### src/rtl/clkrst_pkg.sv
package clkrst_pkg;

    // Which half of the register file a register belongs to.
    typedef enum logic {
        GRP_RESET = 1'b0,
        GRP_CLOCK = 1'b1
    } grp_e;

    // Base byte offset of register r inside group g.
    function automatic int reg_base(input int grp_base, input int stride, input int r);
        return grp_base + r * stride;
    endfunction

endpackage

### src/rtl/clkrst_decode.sv
module clkrst_decode #(
    parameter int ADDR_W   = 12,
    parameter int RPG      = 2,        // registers per group
    parameter int RST_BASE = 'h040,
    parameter int CLK_BASE = 'h080,
    parameter int STRIDE   = 'h010,
    parameter int CLR_OFS  = 'h004,
    localparam int NREG    = 2 * RPG
) (
    input  logic              clk,
    input  logic              rst_n,
    input  logic [ADDR_W-1:0] addr,
    input  logic              we,
    output logic [NREG-1:0]   set_stb,
    output logic [NREG-1:0]   clr_stb,
    output logic [NREG-1:0]   rd_hit
);
    import clkrst_pkg::*;

    for (genvar g = 0; g < 2; g++) begin : g_grp
        localparam grp_e GRP = grp_e'(g);
        localparam int GBASE = (GRP == GRP_RESET) ? RST_BASE : CLK_BASE;
        for (genvar r = 0; r < RPG; r++) begin : g_reg
            localparam int K      = g * RPG + r;
            localparam int SET_I  = reg_base(GBASE, STRIDE, r);
            localparam int CLR_I  = SET_I + CLR_OFS;
            localparam logic [ADDR_W-1:0] SET_A = SET_I[ADDR_W-1:0];
            localparam logic [ADDR_W-1:0] CLR_A = CLR_I[ADDR_W-1:0];
            logic at_set, at_clr;
            always_comb begin
                at_set     = (addr == SET_A);
                at_clr     = (addr == CLR_A);
                set_stb[K] = we && at_set;
                clr_stb[K] = we && at_clr;
                rd_hit[K]  = at_set || at_clr;
            end
        end
    end


    // one_strobe_chk
    one_strobe_chk: assert property (@(posedge clk) disable iff (!rst_n)
        $onehot0({set_stb, clr_stb}));

endmodule

### src/rtl/clkrst_bank.sv
module clkrst_bank #(
    parameter int W = 32,
    parameter logic [W-1:0] RESET_VAL = '1
) (
    input  logic         clk,
    input  logic         rst_n,
    input  logic         set_stb,
    input  logic         clr_stb,
    input  logic [W-1:0] wdata,
    output logic [W-1:0] q
);
    logic [W-1:0] set_mask, clr_mask;

    always_comb begin
        set_mask = set_stb ? wdata : '0;
        clr_mask = clr_stb ? wdata : '0;
    end

    always_ff @(posedge clk) begin
        if (!rst_n) q <= RESET_VAL;
        else        q <= (q | set_mask) & ~clr_mask;
    end


    // set_bits_chk
    set_bits_chk: assert property (@(posedge clk) disable iff (!rst_n)
        set_stb |=> ((q & $past(wdata)) == $past(wdata)));


    // clr_bits_chk
    clr_bits_chk: assert property (@(posedge clk) disable iff (!rst_n)
        clr_stb |=> ((q & $past(wdata)) == '0));


    // hold_chk
    hold_chk: assert property (@(posedge clk) disable iff (!rst_n)
        (!set_stb && !clr_stb) |=> $stable(q));

endmodule

### src/rtl/clkrst_rdmux.sv
module clkrst_rdmux #(
    parameter int W    = 32,
    parameter int NREG = 4
) (
    input  logic                clk,
    input  logic                rst_n,
    input  logic [NREG-1:0]     rd_hit,
    input  logic [NREG*W-1:0]   words,
    output logic [W-1:0]        rdata
);
    logic [W-1:0] sel;

    always_comb begin
        sel = '0;
        for (int k = 0; k < NREG; k++)
            if (rd_hit[k]) sel = sel | words[k*W +: W];
    end

    always_ff @(posedge clk) begin
        if (!rst_n) rdata <= '0;
        else        rdata <= sel;
    end


    // unmapped_zero_chk
    unmapped_zero_chk: assert property (@(posedge clk) disable iff (!rst_n)
        ($past(rd_hit) == '0) |-> (rdata == '0));

endmodule

### src/rtl/clkrst_ctrl_regs.sv
module clkrst_ctrl_regs #(
    parameter int ADDR_W    = 12,
    parameter int REG_W     = 32,
    parameter int LINES     = 64,
    parameter int RST_BASE  = 'h040,
    parameter int CLK_BASE  = 'h080,
    parameter int STRIDE    = 'h010,
    parameter int CLR_OFS   = 'h004,
    parameter int INV_LINE  = 14,
    parameter int DIV13_BIT = 31
) (
    input  logic              clk,
    input  logic              rst_n,
    input  logic [ADDR_W-1:0] bus_addr,
    input  logic              bus_we,
    input  logic [REG_W-1:0]  bus_wdata,
    output logic [REG_W-1:0]  bus_rdata,
    output logic [LINES-1:0]  clk_en,
    output logic [LINES-1:0]  periph_rst,
    output logic              uart_div13_sel
);
    localparam int RPG  = LINES / REG_W;
    localparam int NREG = 2 * RPG;

    logic [NREG-1:0]       set_stb, clr_stb, rd_hit;
    logic [NREG*REG_W-1:0] words;
    logic [LINES-1:0]      stop_bits;

    clkrst_decode #(
        .ADDR_W(ADDR_W), .RPG(RPG), .RST_BASE(RST_BASE), .CLK_BASE(CLK_BASE),
        .STRIDE(STRIDE), .CLR_OFS(CLR_OFS)
    ) u_dec (
        .clk(clk), .rst_n(rst_n), .addr(bus_addr), .we(bus_we),
        .set_stb(set_stb), .clr_stb(clr_stb), .rd_hit(rd_hit)
    );

    for (genvar k = 0; k < NREG; k++) begin : g_bank
        localparam bit IS_CLK  = (k >= RPG);
        localparam int R       = k % RPG;
        localparam bit HAS_INV = IS_CLK && (INV_LINE / REG_W == R);
        localparam logic [REG_W-1:0] INV_MASK =
            HAS_INV ? (REG_W'(1) << (INV_LINE % REG_W)) : '0;
        clkrst_bank #(.W(REG_W), .RESET_VAL(~INV_MASK)) u_bank (
            .clk(clk), .rst_n(rst_n), .set_stb(set_stb[k]), .clr_stb(clr_stb[k]),
            .wdata(bus_wdata), .q(words[k*REG_W +: REG_W])
        );
    end

    clkrst_rdmux #(.W(REG_W), .NREG(NREG)) u_rd (
        .clk(clk), .rst_n(rst_n), .rd_hit(rd_hit), .words(words), .rdata(bus_rdata)
    );

    assign periph_rst = words[LINES-1:0];
    assign stop_bits  = words[2*LINES-1:LINES];

    for (genvar i = 0; i < LINES; i++) begin : g_pol
        if (i == INV_LINE) begin : g_hi
            assign clk_en[i] = stop_bits[i];
        end else begin : g_lo
            assign clk_en[i] = ~stop_bits[i];
        end
    end

    assign uart_div13_sel = stop_bits[DIV13_BIT];

endmodule

### config.mk
export PLATFORM = sky130hd
export DESIGN_NAME = clkrst_ctrl_regs
export DESIGN_NICKNAME = d
export VERILOG_FILES = /design/src/rtl/clkrst_pkg.sv /design/src/rtl/clkrst_decode.sv /design/src/rtl/clkrst_bank.sv /design/src/rtl/clkrst_rdmux.sv /design/src/rtl/clkrst_ctrl_regs.sv
export SDC_FILE = /design/constraint.sdc
export NUM_CORES = 1
export LEC_CHECK = 0
export BUFFER_PORTS_ARGS = -buffer_cell sky130_fd_sc_hd__clkbuf_2
export CAP_MARGIN = 20
export CORE_AREA = 2 2 123 125
export DETAILED_ROUTE_END_ITERATION = 16
export DIE_AREA = 0 0 125 127
export GPL_ROUTABILITY_DRIVEN = 0
export PLACE_DENSITY = 0.83
export SKIP_LAST_GASP = 1
export SLEW_MARGIN = 20
export SYNTH_ARGS = -nofsm -noshare
export SYNTH_HDL_FRONTEND = slang
export SYNTH_SLANG_ARGS = --single-unit
### constraint.sdc
create_clock -name clk -period 2.2 [get_ports clk]
set_input_delay 0 -clock clk [delete_from_list [all_inputs] [get_ports clk]]
set_output_delay 0 -clock clk [all_outputs]
set_load 0.02 [all_outputs]
==> results.cfg, run 1 <==
[cells_and_area]
final_cells = 1112
nets = 962
drive_above_1_share = 0.290
area_growth_pct = 32.5
final_area_um2 = 8630

[critical_path]
worstPathArrival_ps = 1760
crit_family = simple AND/OR/NAND/NOR gates
critPathMaxFanout = 18
critPathBufInv = 2
critPathSlowestCell = or4b_1
critPathKind = in -> reg
end_kind = register
start_kind = primary input
cp_slowest_stage_delay_ps = 560
worstPathRequired_ps = 2530
path_cells = clkbuf_2, nor4_2, nand3_2, or4b_1, buf_4, o22ai_1

[synthesis]
ys_seq_elements = 160
syn_area_per_cell_um2 = 9.35
synthArstFlopShare = 0
ys_seq_area_frac = 0.492
yosysMostFrequentCell = dfxtp_1
yosys.area.top_type = dfxtp_1
synth.yosys.warnings = 0
synth.area.top_cells = dfxtp_1, o311ai_0, inv_1
synth_nets = 744
synth_cell_types = 32
syn_inst = 697
synth-edff-count = 0
synth_flop_cell = dfxtp_1
synth_top_area_frac = 0.492
ys_top_cells_by_count = dfxtp_1, inv_1, a21oi_1, o21ai_0, o311ai_0
syn_area_um2 = 6510

[floorplan]
io_pins = 208
start_util = 0.452
fp-row-count = 44
dieArea_um2 = 15900
die_h_um = 127
die_x_um = 125
core_region_area_um2 = 14400

[sta]
relSlewSlack = 0.594
min_period_ps = 1420
rsz0062_at_grt = no
hold_viol_final = 0
setup_tns_ps = 0
finalMaxSlewViolations = 0
layout_setup_ws_ps = 778
skew_ps = 5.65
min_period_over_period = 0.646
setup_viol = 0
fmax_ghz = 0.703
worst_pin_slew_ps = 610

[place]
port_buffers = 207
place_inst = 1048
hpwl_mm = 13.6
dpl-instance-area_um2 = 7740
place_ws_ps = 377

[grt]
grt_pass1_vias = 6273
grt_overflow = 0
antenna_found_initial = 0
grt_pass1_wl_mm = 33.0
grt_max_degree = 67
grt_use_total = 0.258

[clocking]
clk_pin_slew_worst_paths_ps = 60
cts_made_buffers = 17
cts_tree = built
htreeDepth = 4
cts_root_buffer = clkbuf_16
cts.sinks = 160
worstSkewPairLatency_ps = 420
clockBufferDepth = 2

[route]
routed_wl_mm = 21.2
vias_per_cell = 6.01
drtIter0Drc = 630
wl_per_cell_um = 19.0
drtAntennaViolNets = 0
drcViolationCount = 0
first_pass_iters = 5
vias = 6686

[pwr]
leakagePower_nw = 4.15
powerDensity_nw_per_um2 = 705
peakVddDrop_mv = 0.490

[run_status]
outcome = completed

[flow_run]
cap_viol_max_count = 0

[hold_path]
hold_class = in -> reg
-- through the flow --
step / hold WS, ps / total power [mW] / util
after floorplan: 91.9 / 3.10 / -
after detailed placement: 247 / 3.23 / 0.537
final: 55.7 / 6.08 / 0.598
after global placement: 247 / 3.23 / 0.537
after global routing: 48.7 / 6.26 / 0.598
after CTS: 13.6 / 6.10 / 0.598
-- layout make-up --
| type | instances | area (um2) |
|---|---|---|
| fillers | 1222 | 5790 |
| flip-flops and latches | 160 | 3200 |
| multi-input cells | 373 | 2700 |
| repair buffers | 266 | 1570 |
| clock buffers | 23 | 478 |
| inverters | 97 | 364 |
| well taps | 184 | 230 |
| clock inverters | 7 | 85.1 |
| diodes | 2 | 5.00 |
-- worst paths after layout --
path,from,cells after the start,end,slack (ps)
worst max-delay path,bus_addr[9],6,u_rd.rdata[30],780
worst min-delay path,rst_n,2,g_bank[2].u_bank.q[13],60
worst max register to register,g_bank[1].u_bank.q[31],2,g_bank[1].u_bank.q[31],1390
worst min register to register,g_bank[1].u_bank.q[17],2,g_bank[1].u_bank.q[17],530
-- cell families (layout without fill, tap and decap cells) --
logic type,count (synthesis),in the layout,share of synthesized area
buf+inv,164,393,0.0997
other cells,0,2,0
simple gates,21,21,0.0275
mux,32,32,0.0492
compound gates,320,320,0.332
flops,160,160,0.492
-- flip-flops by register name, summed over array words and instances (netlist names) --
name             flops
g_bank.u_bank.q    128
u_rd.rdata          32
-- where the power goes --
group          switching (mW)  internal, mW
Combinational           0.209         0.117
Clock                    1.12          1.74
Sequential           0.000500          2.90
-- layout by cell type, fill, tap and decap left out --
cell / instances
clkbuf_2: 207
dfxtp_1: 160
inv_1: 96
a21oi_1: 64
o21ai_0: 63
o311ai_0: 62
a211oi_1: 32
a22oi_1: 32
mux2i_1: 32
o22ai_1: 32
a311oi_1: 32
dlygate4sd3_1: 32
buf_4: 26
clkbuf_16: 17
clkinv_2: 5
clkbuf_8: 3
clkbuf_1: 3
diode_2: 2
nand2b_1: 2
nor4_4: 2
and4b_1: 2
nor3_1: 2
nand4_1: 2
o21a_1: 2
bufinv_16: 2
or3_1: 1
or4_1: 1
and2_1: 1
or4bb_1: 1
inv_2: 1
nor4_2: 1
nand3_2: 1
nor2_4: 1
nor4b_4: 1
or4b_1: 1
nor2_2: 1
nor4b_1: 1
o311ai_1: 1
buf_12: 1
-- layer usage --
| metal | part of all wire | track usage | vias up | routed length [um] |
|---|---|---|---|---|
| met5 | 0 | 0 | - | 0 |
| met4 | 0.021 | 0.0974 | 0 | 454 |
| met3 | 0.083 | 0.0616 | 45 | 1770 |
| met2 | 0.49 | 0.437 | 384 | 10300 |
| met1 | 0.41 | 0.321 | 3177 | 8600 |
| li1 | - | - | 3080 | - |
-- what timing repair did --
item	4_1_cts	5_1_grt
hold buffers	32	0
hold endpoints to repair	110	0
gates resized for setup	0	0
setup buffers	0	0
(Power assumes the default switching activity.)
==> run 2, diff against run 1 <==
Settings changed: PLACE_DENSITY 0.83 to 0.86.
Clock period 2.2 ns to 1.2 ns, I/O delays scaled along.
==> run 2 against run 1 <==
Compared with the run above: total power rose by 87%; sequential share of layout area fell by 0.93 points; the run now ends with negative setup slack left; critical endpoint is now g_bank[3].u_bank.q[19]; critical path depth rose by 1; worst hold slack improved by 96 ps; sequential power rose by 83%; clock-buffer cell count fell by 5; clock power rose by 89%; combinational power rose by 110%; setup slack got worse by 880 ps.
==> results.cfg, run 2 (same netlist as run 1, synthesis figures left out) <==
[critical_path]
critPathKind = in -> reg
end_kind = register
critPathSlowestCell = or4_4
start_kind = primary input
rr_worst_depth = 2
r2r_slack_ps = 390
r2r_end = u_rd.rdata[28]
critPathMaxFanout = 16
path_cells = clkbuf_2, or4_4, buf_4, nor4_4, buf_6, a211oi_1, a21oi_1
worstPathRequired_ps = 1550
worstPathArrival_ps = 1650
cp_slowest_stage_delay_ps = 560
crit_start = bus_addr[9]
reg2reg_from = g_bank[1].u_bank.q[28]

[route]
wl_per_cell_um = 18.6
dr_wl_met3_mm = 1.69
met1_length_mm = 8.10
vias = 6773
first_pass_iters = 7
vias_per_cell = 6.03
top_layer = met4
wl_met2_mm = 10.7
drcViolationCount = 0
routed_wl_mm = 20.9
drtAntennaViolNets = 0
drtIter0Drc = 508

[grt]
grt_pass1_wl_mm = 32.8
grt_overflow = 0
grt_use_total = 0.257
antenna_found_initial = 0
grt_pass1_vias = 6390
grt_max_degree = 65

[floorplan]
core_region_area_um2 = 14400
start_util = 0.452
die_x_um = 125
io_pins = 208
dieArea_um2 = 15900
die_h_um = 127
fp-row-count = 44

[sta]
finalMaxSlewViolations = 0
min_period_ps = 1300
setup_tns_ps = -4230
rsz0062_at_grt = yes
relSlewSlack = 0.467
layout_setup_ws_ps = -104
min_period_over_period = 1.09
fmax_ghz = 0.767
setup_viol = 64
worst_pin_slew_ps = 797
skew_ps = 6.93
hold_viol_final = 0

[run_status]
violations = negative setup slack
outcome = finished, violations left

[clocking]
cts_root_buffer = clkbuf_16
clk_pin_slew_worst_paths_ps = 60
cts_tree = built
clockBufferDepth = 2
htreeDepth = 4
worstSkewPairLatency_ps = 430
cts.sinks = 160
cts_made_buffers = 17

[hold_path]
holdPathEnd = g_bank[0].u_bank.q[3]
hold_depth = 4
hold_class = in -> reg
hold_path_startpoint = rst_n

[place]
port_buffers = 207
place_ws_ps = -628
hpwl_mm = 13.5
place_inst = 1061
dpl-instance-area_um2 = 7910

[cells_and_area]
final_area_um2 = 8850
nets = 977
largest_register_ffs = 128
final_cells = 1124
fin_util = 0.614
largest_register = g_bank.u_bank.q
layout_commonest_cell = clkbuf_2
drive_above_1_share = 0.309
final_cell_mix = clkbuf_2, dfxtp_1, inv_1
area_growth_pct = 35.9
top_regs = g_bank.u_bank.q x128, u_rd.rdata x32
antenna_cells = 0

[flow_run]
cap_viol_max_count = 0

[pwr]
peakVddDrop_mv = 1.02
powerDensity_nw_per_um2 = 1290
leakagePower_nw = 4.24
[run 2: worst max path at each step]
stage	to	slack, ps
CTS	g_bank[3].u_bank.q[19]	-80
detailed placement	g_bank[1].u_bank.q[22]	-630
global placement	g_bank[1].u_bank.q[5]	-550
finish	g_bank[3].u_bank.q[19]	-100
global route	g_bank[1].u_bank.q[28]	-160
floorplan	g_bank[3].u_bank.q[0]	-370
[run 2: stage by stage]
stage	total power, mW	hold slack [ps]
final	11.4	152
after global routing	11.7	168
after CTS	11.4	139
after detailed placement	6.00	247
after global placement	5.98	241
after floorplan	5.72	91.9
[run 2: layout make-up]
cell class / instances / area [um2]
Fill cell: 1199 / 5570
Sequential cell: 160 / 3200
Multi-Input combinational cell: 373 / 2740
Timing Repair Buffer: 281 / 1740
Clock buffer: 18 / 439
Inverter: 97 / 364
Tap cell: 184 / 230
Clock inverter: 11 / 143
[run 2: timing repair]
| action | 4_1_cts | 5_1_grt |
|---|---|---|
| pin swaps | 2 | 0 |
| resized for setup | 5 | 1 |
| hold endpoints to repair | 124 | 0 |
| setup buffers | 1 | 1 |
| setup endpoints to repair | 64 | 66 |
| hold buffers | 32 | 0 |
[run 2: report_power, final]
part           total (mW)  leakage, nW  internal (mW)  switching, mW
Combinational       0.675         2.67          0.257          0.418
Clock                5.41        0.272           3.27           2.14
Sequential           5.31         1.29           5.31       0.000889
[run 2: critical path: cells and delay by family]
family / cells / cell delay (ps)
and+or+nand+nor: 2 / 880
buffers and inverters: 3 / 490
AOI/OAI and AO/OA: 2 / 260
[run 2: routing by layer]
| metal | GRT usage | vias up |
|---|---|---|
| met1 | 0.297 | 3256 |
| met5 | 0 | - |
| met4 | 0.0928 | 0 |
| met2 | 0.458 | 355 |
| li1 | - | 3110 |
| met3 | 0.0699 | 52 |
==> run 3, diff against run 2 <==
Settings changed: SKIP_CTS_REPAIR_TIMING set to 1.
==> run 3 against run 2 <==
Compared with the run above: fmax up 3.3%; the run ends with design-rule violations, negative setup slack left; critical endpoint unchanged; critical path depth down 1; wire length up 1.3%; highest routed layer unchanged; global-route usage down 0.90 points; largest power group unchanged; cell count about the same; non-clock buffer count up 1.
==> results.cfg, run 3 (same netlist as run 1, synthesis figures left out) <==
[run_status]
outcome = finished, violations left
violations = design-rule violations, negative setup slack

[sta]
relSlewSlack = 0.473
rsz0062_at_grt = yes
worst_pin_slew_ps = 789
layout_setup_ws_ps = -61.9
hold_viol_final = 0
fmax_ghz = 0.792
skew_ps = 6.34
setup_viol = 64
min_period_over_period = 1.05
whs_ps = 169
min_period_ps = 1260
setup_tns_ps = -2780
finalMaxSlewViolations = 0

[clocking]
cts_tree = built
clk_pin_slew_worst_paths_ps = 60
htreeDepth = 4
cts_made_buffers = 17
worstSkewPairLatency_ps = 430
cts.sinks = 160
clockBufferDepth = 2
cts_root_buffer = clkbuf_16

[floorplan]
die_h_um = 127
dieArea_um2 = 15900
io_pins = 208
start_util = 0.452
fp-row-count = 44
core_region_area_um2 = 14400
die_x_um = 125

[critical_path]
reg2reg_from = g_bank[1].u_bank.q[28]
worstPathArrival_ps = 1570
critPathMaxFanout = 16
critPathKind = in -> reg
path_cells = buf_8, or4_4, nor4_4, and4b_2, buf_12, a21oi_1
critPathSlowestCell = or4_4
cp_slowest_stage_delay_ps = 550
worstPathRequired_ps = 1500
start_kind = primary input
r2r_end = u_rd.rdata[28]
rr_worst_depth = 2
end_kind = register
r2r_slack_ps = 400

[cells_and_area]
largest_register = g_bank.u_bank.q
top_regs = g_bank.u_bank.q x128, u_rd.rdata x32
area_growth_pct = 37.1
final_cell_mix = clkbuf_2, dfxtp_1, inv_1
largest_register_ffs = 128
layout_commonest_cell = clkbuf_2
nFillCells = 1182
drive_above_1_share = 0.315
nets = 978
antenna_cells = 0
final_cells = 1125

[route]
vias_per_cell = 6.08
drtAntennaViolNets = 0
drcViolationCount = 1
first_pass_iters = 13
routed_wl_mm = 21.2
wl_per_cell_um = 18.9
vias = 6840
drtIter0Drc = 612

[hold_path]
hold_class = in -> reg
holdPathEnd = g_bank[0].u_bank.q[3]
hold_path_startpoint = rst_n
hold_depth = 4

[place]
hpwl_mm = 13.5
port_buffers = 207
place_inst = 1061

[grt]
grt_max_degree = 65
grt_use_total = 0.248
grt_overflow = 0
antenna_found_initial = 0
grt_pass1_vias = 6108
grt_pass1_wl_mm = 31.7

[pwr]
peakVddDrop_mv = 1.03
powerDensity_nw_per_um2 = 1280
leakagePower_nw = 4.25
p_total_mw = 11.4

[flow_run]
cap_viol_max_count = 0
==> run 3: stage by stage <==
step	area, um2	util	worst slack, ps
6_report	8930	0.619	-61.9
5_1_grt	8930	0.619	-133
4_1_cts	8490	0.589	-194
3_5_place_dp	7910	0.549	-628
3_3_place_gp	7910	0.549	-551
2_1_floorplan	6720	-	-371
==> run 3: worst max-delay path, delay by kind of cell <==
family,cells,cell delay [ps]
AO/OA/AOI/OAI,1,90
buffers and inverters,2,270
AND/OR/NAND/NOR,3,1220
==> run 3: report_power, final <==
| group | internal [mW] | switching, mW |
|---|---|---|
| combinational | 0.265 | 0.423 |
| sequential | 5.31 | 0.000889 |
| clock | 3.27 | 2.15 |
| total | 8.85 | 2.57 |
==> run 3: cell type report <==
type | instances | area [um2] | area share
clock buffers | 18 | 439 | 0.0492
clock inverters | 11 | 143 | 0.0160
inverters | 97 | 364 | 0.0408
multi-input cells | 373 | 2750 | 0.308
flip-flops and latches | 160 | 3200 | 0.359
well taps | 184 | 230 | 0.0258
repair buffers | 282 | 1800 | 0.202
==> run 3: how the worst max path moves through the flow <==
stage                            from                      to  slack (ps)  cells after the start
final                     bus_addr[9]  g_bank[3].u_bank.q[19]         -60                      6
after detailed placement  bus_addr[9]  g_bank[1].u_bank.q[22]        -630                      6
after CTS                 bus_addr[9]  g_bank[1].u_bank.q[22]        -190                      6
after global placement    bus_addr[9]   g_bank[1].u_bank.q[5]        -550                      6
after global routing      bus_addr[9]  g_bank[1].u_bank.q[28]        -130                      6
after floorplan           bus_addr[9]   g_bank[3].u_bank.q[0]        -370                      6
==> run 3: routing by layer <==
layer / track usage / part of all wire
met5: 0 / 0
met4: 0.0725 / 0.021
met3: 0.0691 / 0.090
met2: 0.444 / 0.51
met1: 0.291 / 0.38
